==> src/rtl/spi_eng_pkg.sv <==
package spi_eng_pkg;
  localparam logic [4:0] ADDR_CTRL1 = 5'h00;
  localparam logic [4:0] ADDR_CTRL2 = 5'h04;
  localparam logic [4:0] ADDR_STAT  = 5'h08;
  localparam logic [4:0] ADDR_TXD   = 5'h0C;
  localparam logic [4:0] ADDR_RXD   = 5'h10;

  localparam logic [7:0] OP_RDSR = 8'h05;
  localparam logic [7:0] OP_WREN = 8'h06;

  localparam int NUM_CS   = 4;
  localparam int MAX_TX   = 4;

  typedef enum logic [1:0] {
    XK_GENERIC = 2'd0,
    XK_STATUS  = 2'd1,
    XK_WREN    = 2'd2
  } xfer_kind_e;

  typedef struct packed {
    xfer_kind_e  kind;
    logic [1:0]  bank;
    logic [2:0]  tx_cnt;
    logic [2:0]  rx_cnt;
    logic [31:0] tx_word;
  } launch_t;
endpackage

==> src/rtl/spi_eng_tick.sv <==
module spi_eng_tick #(
  parameter int HALF = 2
) (
  input  logic clk,
  input  logic rst_n,
  input  logic run,
  output logic tick
);
  localparam int CNT_W = $clog2(HALF) + 1;

  logic [CNT_W-1:0] cnt_q, cnt_d;

  assign tick = run && (cnt_q == CNT_W'(HALF - 1));

  always_comb begin
    if (!run || tick) cnt_d = '0;
    else              cnt_d = cnt_q + CNT_W'(1);
  end

  always_ff @(posedge clk or negedge rst_n) begin
    if (!rst_n) cnt_q <= '0;
    else        cnt_q <= cnt_d;
  end
endmodule

==> src/rtl/spi_eng_regs.sv <==
module spi_eng_regs
  import spi_eng_pkg::*;
#(
  parameter int ADDR_W = 5
) (
  input  logic              clk,
  input  logic              rst_n,
  input  logic [ADDR_W-1:0] bus_addr,
  input  logic [31:0]       bus_wdata,
  input  logic              bus_we,
  output logic [31:0]       bus_rdata,
  input  logic              busy,
  input  logic              fin,
  input  xfer_kind_e        fin_kind,
  input  logic [31:0]       rx_word,
  output logic              start,
  output launch_t           launch
);
  logic        wburst_q, swmode_q;
  logic [1:0]  bank_q;
  logic [2:0]  txf_q, rxf_q;
  logic [31:0] txd_q, rxd_q;
  logic [7:0]  fstat_q;
  logic        done_q, done_d;

  logic hit_c1, hit_c2, hit_st, hit_tx, hit_rx;
  logic ctrl1_en, ctrl2_en, txd_en, rxd_en, fst_en;

  assign hit_c1 = (bus_addr == ADDR_W'(ADDR_CTRL1));
  assign hit_c2 = (bus_addr == ADDR_W'(ADDR_CTRL2));
  assign hit_st = (bus_addr == ADDR_W'(ADDR_STAT));
  assign hit_tx = (bus_addr == ADDR_W'(ADDR_TXD));
  assign hit_rx = (bus_addr == ADDR_W'(ADDR_RXD));

  // control 2 is locked while a transfer runs
  assign ctrl1_en = bus_we && hit_c1;
  assign ctrl2_en = bus_we && hit_c2 && !busy;
  assign txd_en   = bus_we && hit_tx;
  assign rxd_en   = fin && (fin_kind == XK_GENERIC);
  assign fst_en   = fin && (fin_kind == XK_STATUS);

  assign start = ctrl2_en && (bus_wdata[7] || bus_wdata[10] || bus_wdata[11]);

  // generic beats status read beats write enable
  always_comb begin
    launch.bank = bus_wdata[13:12];
    if (bus_wdata[7]) begin
      launch.kind    = XK_GENERIC;
      launch.tx_cnt  = (bus_wdata[2:0] > 3'(MAX_TX)) ? 3'(MAX_TX) : bus_wdata[2:0];
      launch.rx_cnt  = bus_wdata[6:4];
      launch.tx_word = txd_q;
    end else if (bus_wdata[10]) begin
      launch.kind    = XK_STATUS;
      launch.tx_cnt  = 3'd1;
      launch.rx_cnt  = 3'd1;
      launch.tx_word = {24'd0, OP_RDSR};
    end else begin
      launch.kind    = XK_WREN;
      launch.tx_cnt  = 3'd1;
      launch.rx_cnt  = 3'd0;
      launch.tx_word = {24'd0, OP_WREN};
    end
  end

  // set wins over a clearing write in the same cycle
  always_comb begin
    if (fin)                                done_d = 1'b1;
    else if (bus_we && hit_st && !bus_wdata[8]) done_d = 1'b0;
    else                                    done_d = done_q;
  end

  always_comb begin
    bus_rdata = '0;
    if (hit_c1) bus_rdata = {2'b00, wburst_q, swmode_q, 28'd0};
    if (hit_c2) bus_rdata = {18'd0, bank_q, 5'd0, rxf_q, 1'b0, txf_q};
    if (hit_st) bus_rdata = {22'd0, busy, done_q, fstat_q};
    if (hit_tx) bus_rdata = txd_q;
    if (hit_rx) bus_rdata = rxd_q;
  end

  always_ff @(posedge clk or negedge rst_n) begin
    if (!rst_n) begin
      wburst_q <= 1'b0;
      swmode_q <= 1'b0;
      bank_q   <= '0;
      txf_q    <= '0;
      rxf_q    <= '0;
      txd_q    <= '0;
      rxd_q    <= '0;
      fstat_q  <= '0;
      done_q   <= 1'b0;
    end else begin
      if (ctrl1_en) begin
        wburst_q <= bus_wdata[29];
        swmode_q <= bus_wdata[28];
      end
      if (ctrl2_en) begin
        bank_q <= bus_wdata[13:12];
        rxf_q  <= bus_wdata[6:4];
        txf_q  <= bus_wdata[2:0];
      end
      if (txd_en) txd_q   <= bus_wdata;
      if (rxd_en) rxd_q   <= rx_word;
      if (fst_en) fstat_q <= rx_word[7:0];
      done_q <= done_d;
    end
  end
endmodule

==> src/rtl/spi_eng_seq.sv <==
module spi_eng_seq
  import spi_eng_pkg::*;
(
  input  logic              clk,
  input  logic              rst_n,
  input  logic              start,
  input  launch_t           launch,
  input  logic              tick,
  input  logic              miso,
  output logic              busy,
  output logic              fin,
  output xfer_kind_e        fin_kind,
  output logic [31:0]       rx_word,
  output logic              sck,
  output logic              mosi,
  output logic [NUM_CS-1:0] cs_n
);
  typedef enum logic [1:0] {S_IDLE, S_SETUP, S_SHIFT, S_HOLD} seq_state_e;

  seq_state_e  state_q, state_d;
  logic        sck_q, sck_d, mosi_q, mosi_d;
  logic [6:0]  idx_q, idx_d, total_q;
  logic [2:0]  txb_q;
  xfer_kind_e  kind_q;
  logic [1:0]  bank_q;
  logic [31:0] txw_q, rxw_q, rxw_d;
  logic        ld;

  logic [3:0] byte_i, rx_byte;
  logic [2:0] bit_i;
  logic       tx_bit, rx_hit;
  logic [4:0] tx_pos, rx_pos;

  // MSB first within a byte, lowest byte of the word first
  assign byte_i  = idx_q[6:3];
  assign bit_i   = 3'd7 - idx_q[2:0];
  assign tx_pos  = {byte_i[1:0], bit_i};
  assign tx_bit  = (byte_i < {1'b0, txb_q}) ? txw_q[tx_pos] : 1'b0;
  // receive bytes pack upward from bit 0, beyond four are dropped
  assign rx_byte = byte_i - {1'b0, txb_q};
  assign rx_hit  = (byte_i >= {1'b0, txb_q}) && (rx_byte < 4'd4);
  assign rx_pos  = {rx_byte[1:0], bit_i};

  assign ld = (state_q == S_IDLE) && start;

  always_comb begin
    state_d = state_q;
    sck_d   = sck_q;
    mosi_d  = mosi_q;
    idx_d   = idx_q;
    rxw_d   = rxw_q;
    case (state_q)
      S_IDLE: begin
        if (start) begin
          state_d = S_SETUP;
          idx_d   = '0;
          rxw_d   = '0;
          sck_d   = 1'b1;
          mosi_d  = 1'b0;
        end
      end
      S_SETUP: begin
        if (tick) begin
          if (total_q == 7'd0) begin
            state_d = S_HOLD;
          end else begin
            state_d = S_SHIFT;
            sck_d   = 1'b0;
            mosi_d  = tx_bit;
          end
        end
      end
      S_SHIFT: begin
        if (tick) begin
          if (!sck_q) begin
            sck_d = 1'b1;
            if (rx_hit) rxw_d[rx_pos] = miso;
            if (idx_q == total_q - 7'd1) state_d = S_HOLD;
            else                         idx_d   = idx_q + 7'd1;
          end else begin
            sck_d  = 1'b0;
            mosi_d = tx_bit;
          end
        end
      end
      S_HOLD: begin
        if (tick) begin
          state_d = S_IDLE;
          mosi_d  = 1'b0;
        end
      end
      default: state_d = S_IDLE;
    endcase
  end

  always_ff @(posedge clk or negedge rst_n) begin
    if (!rst_n) begin
      state_q <= S_IDLE;
      sck_q   <= 1'b1;
      mosi_q  <= 1'b0;
      idx_q   <= '0;
      rxw_q   <= '0;
      total_q <= '0;
      txb_q   <= '0;
      kind_q  <= XK_GENERIC;
      bank_q  <= '0;
      txw_q   <= '0;
    end else begin
      state_q <= state_d;
      sck_q   <= sck_d;
      mosi_q  <= mosi_d;
      idx_q   <= idx_d;
      rxw_q   <= rxw_d;
      if (ld) begin
        total_q <= {({1'b0, launch.tx_cnt} + {1'b0, launch.rx_cnt}), 3'b000};
        txb_q   <= launch.tx_cnt;
        kind_q  <= launch.kind;
        bank_q  <= launch.bank;
        txw_q   <= launch.tx_word;
      end
    end
  end

  assign busy     = (state_q != S_IDLE);
  assign fin      = (state_q == S_HOLD) && tick;
  assign fin_kind = kind_q;
  assign rx_word  = rxw_q;
  assign sck      = sck_q;
  assign mosi     = mosi_q;

  // one-hot active-low select for the latched bank
  for (genvar g = 0; g < NUM_CS; g++) begin : g_cs
    assign cs_n[g] = !(busy && (bank_q == 2'(g)));
  end
endmodule

==> src/rtl/spi_cmd_engine.sv <==
module spi_cmd_engine
  import spi_eng_pkg::*;
#(
  parameter int CLK_DIV = 4,
  parameter int ADDR_W  = 5
) (
  input  logic              clk,
  input  logic              rst_n,
  input  logic [ADDR_W-1:0] bus_addr,
  input  logic [31:0]       bus_wdata,
  input  logic              bus_we,
  output logic [31:0]       bus_rdata,
  output logic              spi_sck,
  output logic              spi_mosi,
  input  logic              spi_miso,
  output logic [3:0]        spi_cs_n
);
  localparam int HALF = (CLK_DIV < 2) ? 1 : CLK_DIV / 2;

  logic [1:0] rst_sync_q;
  logic       rst_int_n;

  always_ff @(posedge clk or negedge rst_n) begin
    if (!rst_n) rst_sync_q <= 2'b00;
    else        rst_sync_q <= {rst_sync_q[0], 1'b1};
  end
  assign rst_int_n = rst_sync_q[1];

  logic        start_w, busy_w, fin_w, tick_w;
  launch_t     launch_w;
  xfer_kind_e  kind_w;
  logic [31:0] rx_w;

  spi_eng_regs #(.ADDR_W(ADDR_W)) u_regs (
    .clk       (clk),
    .rst_n     (rst_int_n),
    .bus_addr  (bus_addr),
    .bus_wdata (bus_wdata),
    .bus_we    (bus_we),
    .bus_rdata (bus_rdata),
    .busy      (busy_w),
    .fin       (fin_w),
    .fin_kind  (kind_w),
    .rx_word   (rx_w),
    .start     (start_w),
    .launch    (launch_w)
  );

  spi_eng_tick #(.HALF(HALF)) u_tick (
    .clk   (clk),
    .rst_n (rst_int_n),
    .run   (busy_w),
    .tick  (tick_w)
  );

  spi_eng_seq u_seq (
    .clk      (clk),
    .rst_n    (rst_int_n),
    .start    (start_w),
    .launch   (launch_w),
    .tick     (tick_w),
    .miso     (spi_miso),
    .busy     (busy_w),
    .fin      (fin_w),
    .fin_kind (kind_w),
    .rx_word  (rx_w),
    .sck      (spi_sck),
    .mosi     (spi_mosi),
    .cs_n     (spi_cs_n)
  );
endmodule

==> config.mk <==
export PLATFORM = sky130hd
export DESIGN_NAME = spi_cmd_engine
export DESIGN_NICKNAME = d
export VERILOG_FILES = /design/src/rtl/spi_eng_pkg.sv /design/src/rtl/spi_eng_tick.sv /design/src/rtl/spi_eng_regs.sv /design/src/rtl/spi_eng_seq.sv /design/src/rtl/spi_cmd_engine.sv
export SDC_FILE = /design/constraint.sdc
export NUM_CORES = 1
export LEC_CHECK = 0
export BUFFER_PORTS_ARGS = -buffer_cell sky130_fd_sc_hd__buf_2
export CAP_MARGIN = 10
export CORE_MARGIN = 3
export CORE_UTILIZATION = 64
export CTS_CLUSTER_SIZE = 12
export DETAILED_ROUTE_END_ITERATION = 16
export PLACE_DENSITY = 0.86
export SETUP_SLACK_MARGIN = 0.05
export SLEW_MARGIN = 40
export SYNTH_ARGS = -nofsm -noshare
export SYNTH_HDL_FRONTEND = slang
export SYNTH_HIERARCHICAL = 1
export SYNTH_SLANG_ARGS = --single-unit
==> constraint.sdc <==
create_clock -name clk -period 8.1 [get_ports clk]
set_input_delay 0.81 -clock clk [delete_from_list [all_inputs] [get_ports clk]]
set_output_delay 0.81 -clock clk [all_outputs]
set_load 0.02 [all_outputs]
Word-level counts from Yosys, hierarchy flattened
Index checks and enable logic that the tools add are counted.
{"block": "word_totals", "register_bits": 173, "latchBits": 0, "ramBits": 0, "romBits": 0, "inputBits": 41, "out_inout_bits": 38, "wordCells": 148, "memories": 0}
{"block": "classes", "n_addsub": 6, "multipliers": 0, "n_div": 0, "n_lt_le_gt_ge": 7, "eq_ne": 23, "shifts": 0, "n_mux": 50, "bitwise_logic": 0, "reduce_logical": 41}
{"op": "$mux 32", "count": 6}
{"op": "$mux 30", "count": 3}
{"op": "$pmux 32 s2", "count": 1}
{"op": "$mux 38", "count": 1}
{"op": "$mux 33", "count": 1}
{"op": "$bwmux 32", "count": 1}
{"op": "$mux 7", "count": 4}
{"op": "$logic_and 1x1->1", "count": 18}
{"op": "$mux 2", "count": 9}
{"op": "$mux 1", "count": 17}
{"op": "$reduce_and 5->1", "count": 3}
{"op": "$ne 2x1->1 const B", "count": 7}
{"op": "$pmux 7 s2", "count": 1}
{"op": "$lt 5x6->1 const B", "count": 2}
{"op": "$reduce_and 6->1", "count": 2}
{"op": "$eq 5x4->1 const B", "count": 2}
{"op": "$eq 2x1->1 const B", "count": 4}
{"op": "$eq 2x2->1 const B", "count": 4}
{"op": "$pmux 2 s4", "count": 1}
{"op": "$add 7x1->7 const B", "count": 1}
{"op": "$eq 7x7->1", "count": 1}
{"op": "$logic_not 7->1", "count": 1}
{"op": "$sub 7x1->7 const B", "count": 1}
{"op": "$logic_not 1->1", "count": 6}
{"op": "22 further kinds", "count": 30}

Longest topological paths before layout
{"block": "depth", "word_depth": 10, "ltp_mapped": 12, "depth_no_buf": 11}

By module
Netlist, hierarchy kept.
{"mod": "spi_eng_seq", "n_inst": 1, "cells_per_inst": 417, "area_each_um2": 4626.9, "seq_area_each_um2": 2153.3}
{"mod": "spi_eng_regs", "n_inst": 1, "cells_per_inst": 326, "area_each_um2": 3981.3, "seq_area_each_um2": 2077.0}
{"mod": "spi_eng_tick", "n_inst": 1, "cells_per_inst": 7, "area_each_um2": 97.6, "seq_area_each_um2": 50.0}
{"mod": "spi_cmd_engine", "n_inst": 1, "cells_per_inst": 3, "area_each_um2": 53.8, "seq_area_each_um2": 50.0}

Least setup slack after synthesis
OpenSTA, ideal clock, no wires.
{"block": "synth_timing", "kind": "input -> register", "startpoint": "in bus_addr[4]", "endpoint": "reg u_seq.rxw_q[14], in the netlist u_seq/rx_word[14]", "setup_time_ns": 0.122, "arrival_ns": 2.858, "required_ns": 7.978, "path_slack_ns": 5.121, "stages": 10, "path_buffers": 3, "cell_sequence": "buf_6 > nor3_1 > buf_2 > nand4_2 > nor2_1 > or2b_2 > a21boi_2 > clkbuf_1 > nand4_1 > a32o_1"}
{"block": "synth_via", "elab_chain_len": 6}
{"item": "start: declaration", "line_no": "spi_cmd_engine.sv:9", "source": "input logic [ADDR_W-1:0] bus_addr,"}
{"item": "$eq 5x3->1", "line_no": "spi_eng_regs.sv:30", "source": "assign hit_c2 = (bus_addr == ADDR_W'(ADDR_CTRL2));"}
{"item": "$logic_and 1x1->1 (2 in series)", "line_no": "spi_eng_regs.sv:37", "source": "assign ctrl2_en = bus_we && hit_c2 && !busy;"}
{"item": "$logic_and 1x1->1", "line_no": "spi_eng_regs.sv:42", "source": "assign start = ctrl2_en && (bus_wdata[7] || bus_wdata[10] || bus_wdata[11]);"}
{"item": "named net start_w", "line_no": "spi_cmd_engine.sv:29", "source": "logic start_w, busy_w, fin_w, tick_w;"}
{"item": "$ne 2x1->1 (no line)"}
{"item": "$reduce_and 5->1 (no line)"}
{"item": "end signal: assignment", "line_no": "spi_eng_seq.sv:113", "source": "rxw_q <= rxw_d;"}
{"item": "end: declaration", "line_no": "spi_eng_seq.sv:26", "source": "logic [31:0] txw_q, rxw_q, rxw_d;"}
The timed path passes the listed nets, and every way through them passes these cells.
A chain may end at the register's enable or synchronous reset.

Worst setup path in the final report
{"block": "layout_timing", "startpoint": "reg u_seq.state_q[0]", "endpoint": "reg u_seq.rxw_q[15], in the netlist u_seq/rx_word[15]"}
{"block": "layout_via", "elab_chain_len": 6, "elab_cells_between_ends": 14, "cone_classes": "eq/ne (5); mux (1); reduce/logical (8)"}
{"item": "start: declaration", "line_no": "spi_eng_seq.sv:20", "source": "seq_state_e state_q, state_d;"}
{"item": "start signal: assignment", "line_no": "spi_eng_seq.sv:109", "source": "state_q <= state_d;"}
{"item": "$reduce_bool 2->1", "line_no": "spi_eng_seq.sv:124", "source": "assign busy = (state_q != S_IDLE);"}
{"item": "named net busy_w", "line_no": "spi_cmd_engine.sv:29"}
{"item": "$logic_not 1->1", "line_no": "spi_eng_regs.sv:37"}
{"item": "$logic_and 1x1->1", "line_no": "spi_eng_regs.sv:37"}
{"item": "$logic_and 1x1->1", "line_no": "spi_eng_regs.sv:42"}
{"item": "named net start_w", "line_no": "spi_cmd_engine.sv:29"}
{"item": "$ne 2x1->1 (no line)"}
{"item": "$reduce_and 5->1 (no line)"}
The timed path passes the listed nets, and every way through them passes these cells.

==> metrics.json <==
{
  "tritoncts_clock_tree": {"value": "yes"},
  "fin_tns_setup": {"value": 0, "unit": "ps"},
  "route.antenna.remaining_nets": {"value": 0},
  "ys_top_cells_by_count": {"value": "dfrtp_1 (172), mux2_2 (112), and2_1 (36)"},
  "synth.largest_area_cell": {"value": "dfrtp_1"},
  "cp_data_arrival_time": {"value": 4140, "unit": "ps"},
  "yosys-top-cells-area": {"value": "dfrtp_1 (49%), mux2_2 (14%), and2_1 (2.6%)"},
  "detail_route.vias_per_cell": {"value": 6.64},
  "wire_per_inst": {"value": 22.1, "unit": "µm"},
  "yosys.area_share.adder": {"value": 0.0289},
  "grt_remaining_overflow": {"value": 0},
  "multi_input_area": {"value": 0.00405, "unit": "mm²"},
  "detailed_route_drc_error_count": {"value": 0},
  "initial_utilization": {"value": 0.659},
  "grt_first_pass_wirelength": {"value": 34300, "unit": "µm"},
  "routed_wl": {"value": 21900, "unit": "µm"},
  "yosys.area_share.xor_xnor": {"value": 0.00857},
  "reg2regPathDepth": {"value": 11},
  "syn_nets": {"value": 813},
  "dieHeight": {"value": 123, "unit": "µm"},
  "finalClockSkew": {"value": 10.1, "unit": "ps"},
  "number_of_antenna_violations_at_the_first_check_in_global_routing": {"value": 0},
  "timing.max_cap.violations": {"value": 0},
  "run_status": {"value": "completed"},
  "synth-edff-count": {"value": 0},
  "routed-via-count": {"value": 6578},
  "synth_sequential_area_ratio": {"value": 0.494},
  "core_region_area": {"value": 0.0133, "unit": "mm²"},
  "hpwl": {"value": 15100, "unit": "µm"},
  "netlist-cell-type-count": {"value": 70},
  "area_taken_by_flip_flops_and_latches": {"value": 0.00434, "unit": "mm²"},
  "synth_compound_gate_area_share": {"value": 0.118},
  "power.static_leakage": {"value": 4.67, "unit": "nW"},
  "final_min_period_over_clock_period": {"value": 0.473},
  "final_hold_viol_count": {"value": 0},
  "routabilityCongestion": {"value": 0.884},
  "synth.most_common_cell": {"value": "dfrtp_1"},
  "worst-setup-path-type": {"value": "reg2reg"},
  "n_fill_cell": {"value": 878},
  "grt_max_degree": {"value": 78},
  "cts_hold_buf": {"value": 0},
  "finalSetupViolations": {"value": 0},
  "buffer_ports.inserted": {"value": 78},
  "htree_num_levels": {"value": 4},
  "power.density_cell_area": {"value": 184, "unit": "mW/mm²"},
  "dr.pass1.iters": {"value": 5},
  "worst_hold_slack": {"value": 158, "unit": "ps"},
  "post_cts_resized": {"value": 0},
  "post_cts_buffers": {"value": 0},
  "synth_top_area_frac": {"value": 0.491},
  "yosys_register_bits": {"value": 173},
  "hold_class": {"value": "in2async"},
  "placementRows": {"value": 42},
  "synth_async_sr_flop_share": {"value": 1.00},
  "netlist_instances": {"value": 753},
  "transition_time_at_the_pin_with_the_least_slew_margin": {"value": 781, "unit": "ps"},
  "synth-simple-area-share": {"value": 0.127},
  "clk_transition_reported_paths": {"value": 60, "unit": "ps"},
  "clockBufferDepth": {"value": 2},
  "boundaryPins": {"value": 79},
  "antenna-diode-count": {"value": 0},
  "crit_path_end_kind": {"value": "flip-flop"},
  "postSynth.topFlopCell": {"value": "dfrtp_1"},
  "drv_slew": {"value": 0},
  "floorplan.die.width": {"value": 123, "unit": "µm"},
  "worstPathMaxFanout": {"value": 36},
  "setup.worst_path.start_class": {"value": "flip-flop"},
  "cts_buffers": {"value": 17},
  "number_of_global_route_vias_before_repair": {"value": 6577},
  "max-vdd-ir-drop": {"value": 0.121, "unit": "mV"},
  "fmax": {"value": 0.261, "unit": "GHz"},
  "design.die.area": {"value": 0.0151, "unit": "mm²"},
  "clkSinkCount": {"value": 173},
  "layout-drive-gt1-share": {"value": 0.317},
  "grt_usage": {"value": 0.298},
  "grt_setup_unrepaired": {"value": "no"},
  "cp_data_required_time": {"value": 8400, "unit": "ps"},
  "post_synth_mux_area_share": {"value": 0.176},
  "first_iter_violations": {"value": 748},
  "clock_tree.root_cell": {"value": "clkbuf_16"},
  "synthesis.area_per_instance": {"value": 11.6, "unit": "µm²"},
  "syn2layout_area_growth": {"value": 10.3, "unit": "%"},
  "clock_latency": {"value": 430, "unit": "ps"},
  "largest_family_of_logic_cells_by_synthesized_area": {"value": "multiplexers"},
  "finish.net_count": {"value": 862},
  "ys_warnings": {"value": 6},
  "period_needed": {"value": 3840, "unit": "ps"},
  "timing.max_slew.rel_slack": {"value": 0.479},
  "post_synth_instance_area": {"value": 0.00876, "unit": "mm²"}
}
[cells by family (layout without fill, tap and decap cells)]
kind of cell,count (synthesis),in the layout
flops,173,173
compound gates,141,141
xor+xnor,7,7
simple gates,198,198
fa+ha+maj,19,19
mux,131,131
buf+inv,83,144
other cells,1,1
[metal layers]
layer  up-vias  global-route usage  wire, µm
met5         -                   0         0
met2       366               0.462     10300
met4         0               0.134       862
met3        78              0.0650      1920
li1       2853                   -         -
met1      3281               0.408      8810
[registers in the layout, indices dropped and copies added (netlist names), 2 cells and up]
signal / flops
u_regs/rxd_q: 32
u_seq/txb_q: 3
u_seq/rx_word: 32
u_tick/cnt_q: 2
u_seq/bank_q: 2
u_regs/txf_q: 3
u_seq/state_q: 2
u_seq/total_q: 4
u_seq/fin_kind: 2
u_regs/fstat_q: 8
u_regs/bank_q: 2
u_seq/txw_q: 32
u_regs/txd_q: 32
u_regs/rxf_q: 3
rst_sync_q: 2
u_seq/idx_q: 7
[final timing paths]
kind                                                    from                       endpoint  slack, ps
worst min-delay path                                   rst_n        rst_sync_q[1]$_DFF_PN0_        160
worst max register to register  u_seq/state_q[0]$_DFFE_PN0P_  u_seq/rx_word[15]$_DFFE_PN0P_       4260
min in group clk                     rst_sync_q[0]$_DFF_PN0_        rst_sync_q[1]$_DFF_PN0_        350
max in group asynchronous            rst_sync_q[1]$_DFF_PN0_     u_seq/idx_q[2]$_DFFE_PN0P_       6620
worst max-delay path            u_seq/state_q[0]$_DFFE_PN0P_  u_seq/rx_word[15]$_DFFE_PN0P_       4260
worst min register to register       rst_sync_q[1]$_DFF_PN0_    u_regs/rxd_q[6]$_DFFE_PN0P_        310
[power breakdown]
| part | leakage (nW) | total [W] | switching, W | internal, W |
|---|---|---|---|---|
| sequential | 2.29 | 0.000944 | 0.0000444 | 0.000899 |
| combinational | 2.12 | 0.000112 | 0.0000585 | 0.0000535 |
| clock | 0.259 | 0.000719 | 0.000317 | 0.000402 |
| total | 4.67 | 0.00177 | 0.000420 | 0.00135 |
[critical path, stage by stage, from the launching register on]
cell	delay (ps)
dfrtp_1	440
inv_1	130
ha_1	390
inv_1	250
nor2_1	170
nand4_2	310
nor2_1	400
or2b_2	230
a21boi_2	160
buf_4	350
nand2b_2	450
a32o_1	400
[stage by stage]
stage / instances / worst slack, ps / cell area (µm²) / utilization / total power [W]
floorplan: 753 / 2920 / 8760 / - / 0.00101
global placement: 959 / 3750 / 9130 / 0.686 / 0.00106
detailed placement: 959 / 3840 / 9140 / 0.687 / 0.00107
CTS: 990 / 4230 / 9650 / 0.726 / 0.00178
global route: 990 / 4090 / 9660 / 0.727 / 0.00183
finish: 990 / 4260 / 9660 / 0.727 / 0.00177
[final cells by class]
| type | instances | area share |
|---|---|---|
| Sequential cell | 173 | 0.449 |
| Multi-Input combinational cell | 497 | 0.419 |
| Tap cell | 176 | 0.0228 |
| Clock buffer | 22 | 0.0480 |
| Clock inverter | 9 | 0.00492 |
| Timing Repair Buffer | 84 | 0.0454 |
| Inverter | 29 | 0.0113 |
[placed cells by master, fill, tap and decap left out, types with 5 or more instances in the layout]
master     instances
mux2_2           112
ha_1              17
nand2_1           32
a21oi_1           15
nor2_1            20
buf_4              5
mux2i_1           10
and2_1            36
o32ai_1            7
clkbuf_16         17
o2bb2ai_1          9
nand3_1           30
o31ai_1            5
buf_2             78
nor3_1            15
nand4_1           17
o21ai_0           31
nand2b_1          10
dfrtp_1          169
inv_1             28
mux4_2             6
clkinv_2           8
a22o_1            18
o211ai_1          15
a32o_1            16
Note: power is estimated with default switching activity, not from simulation.
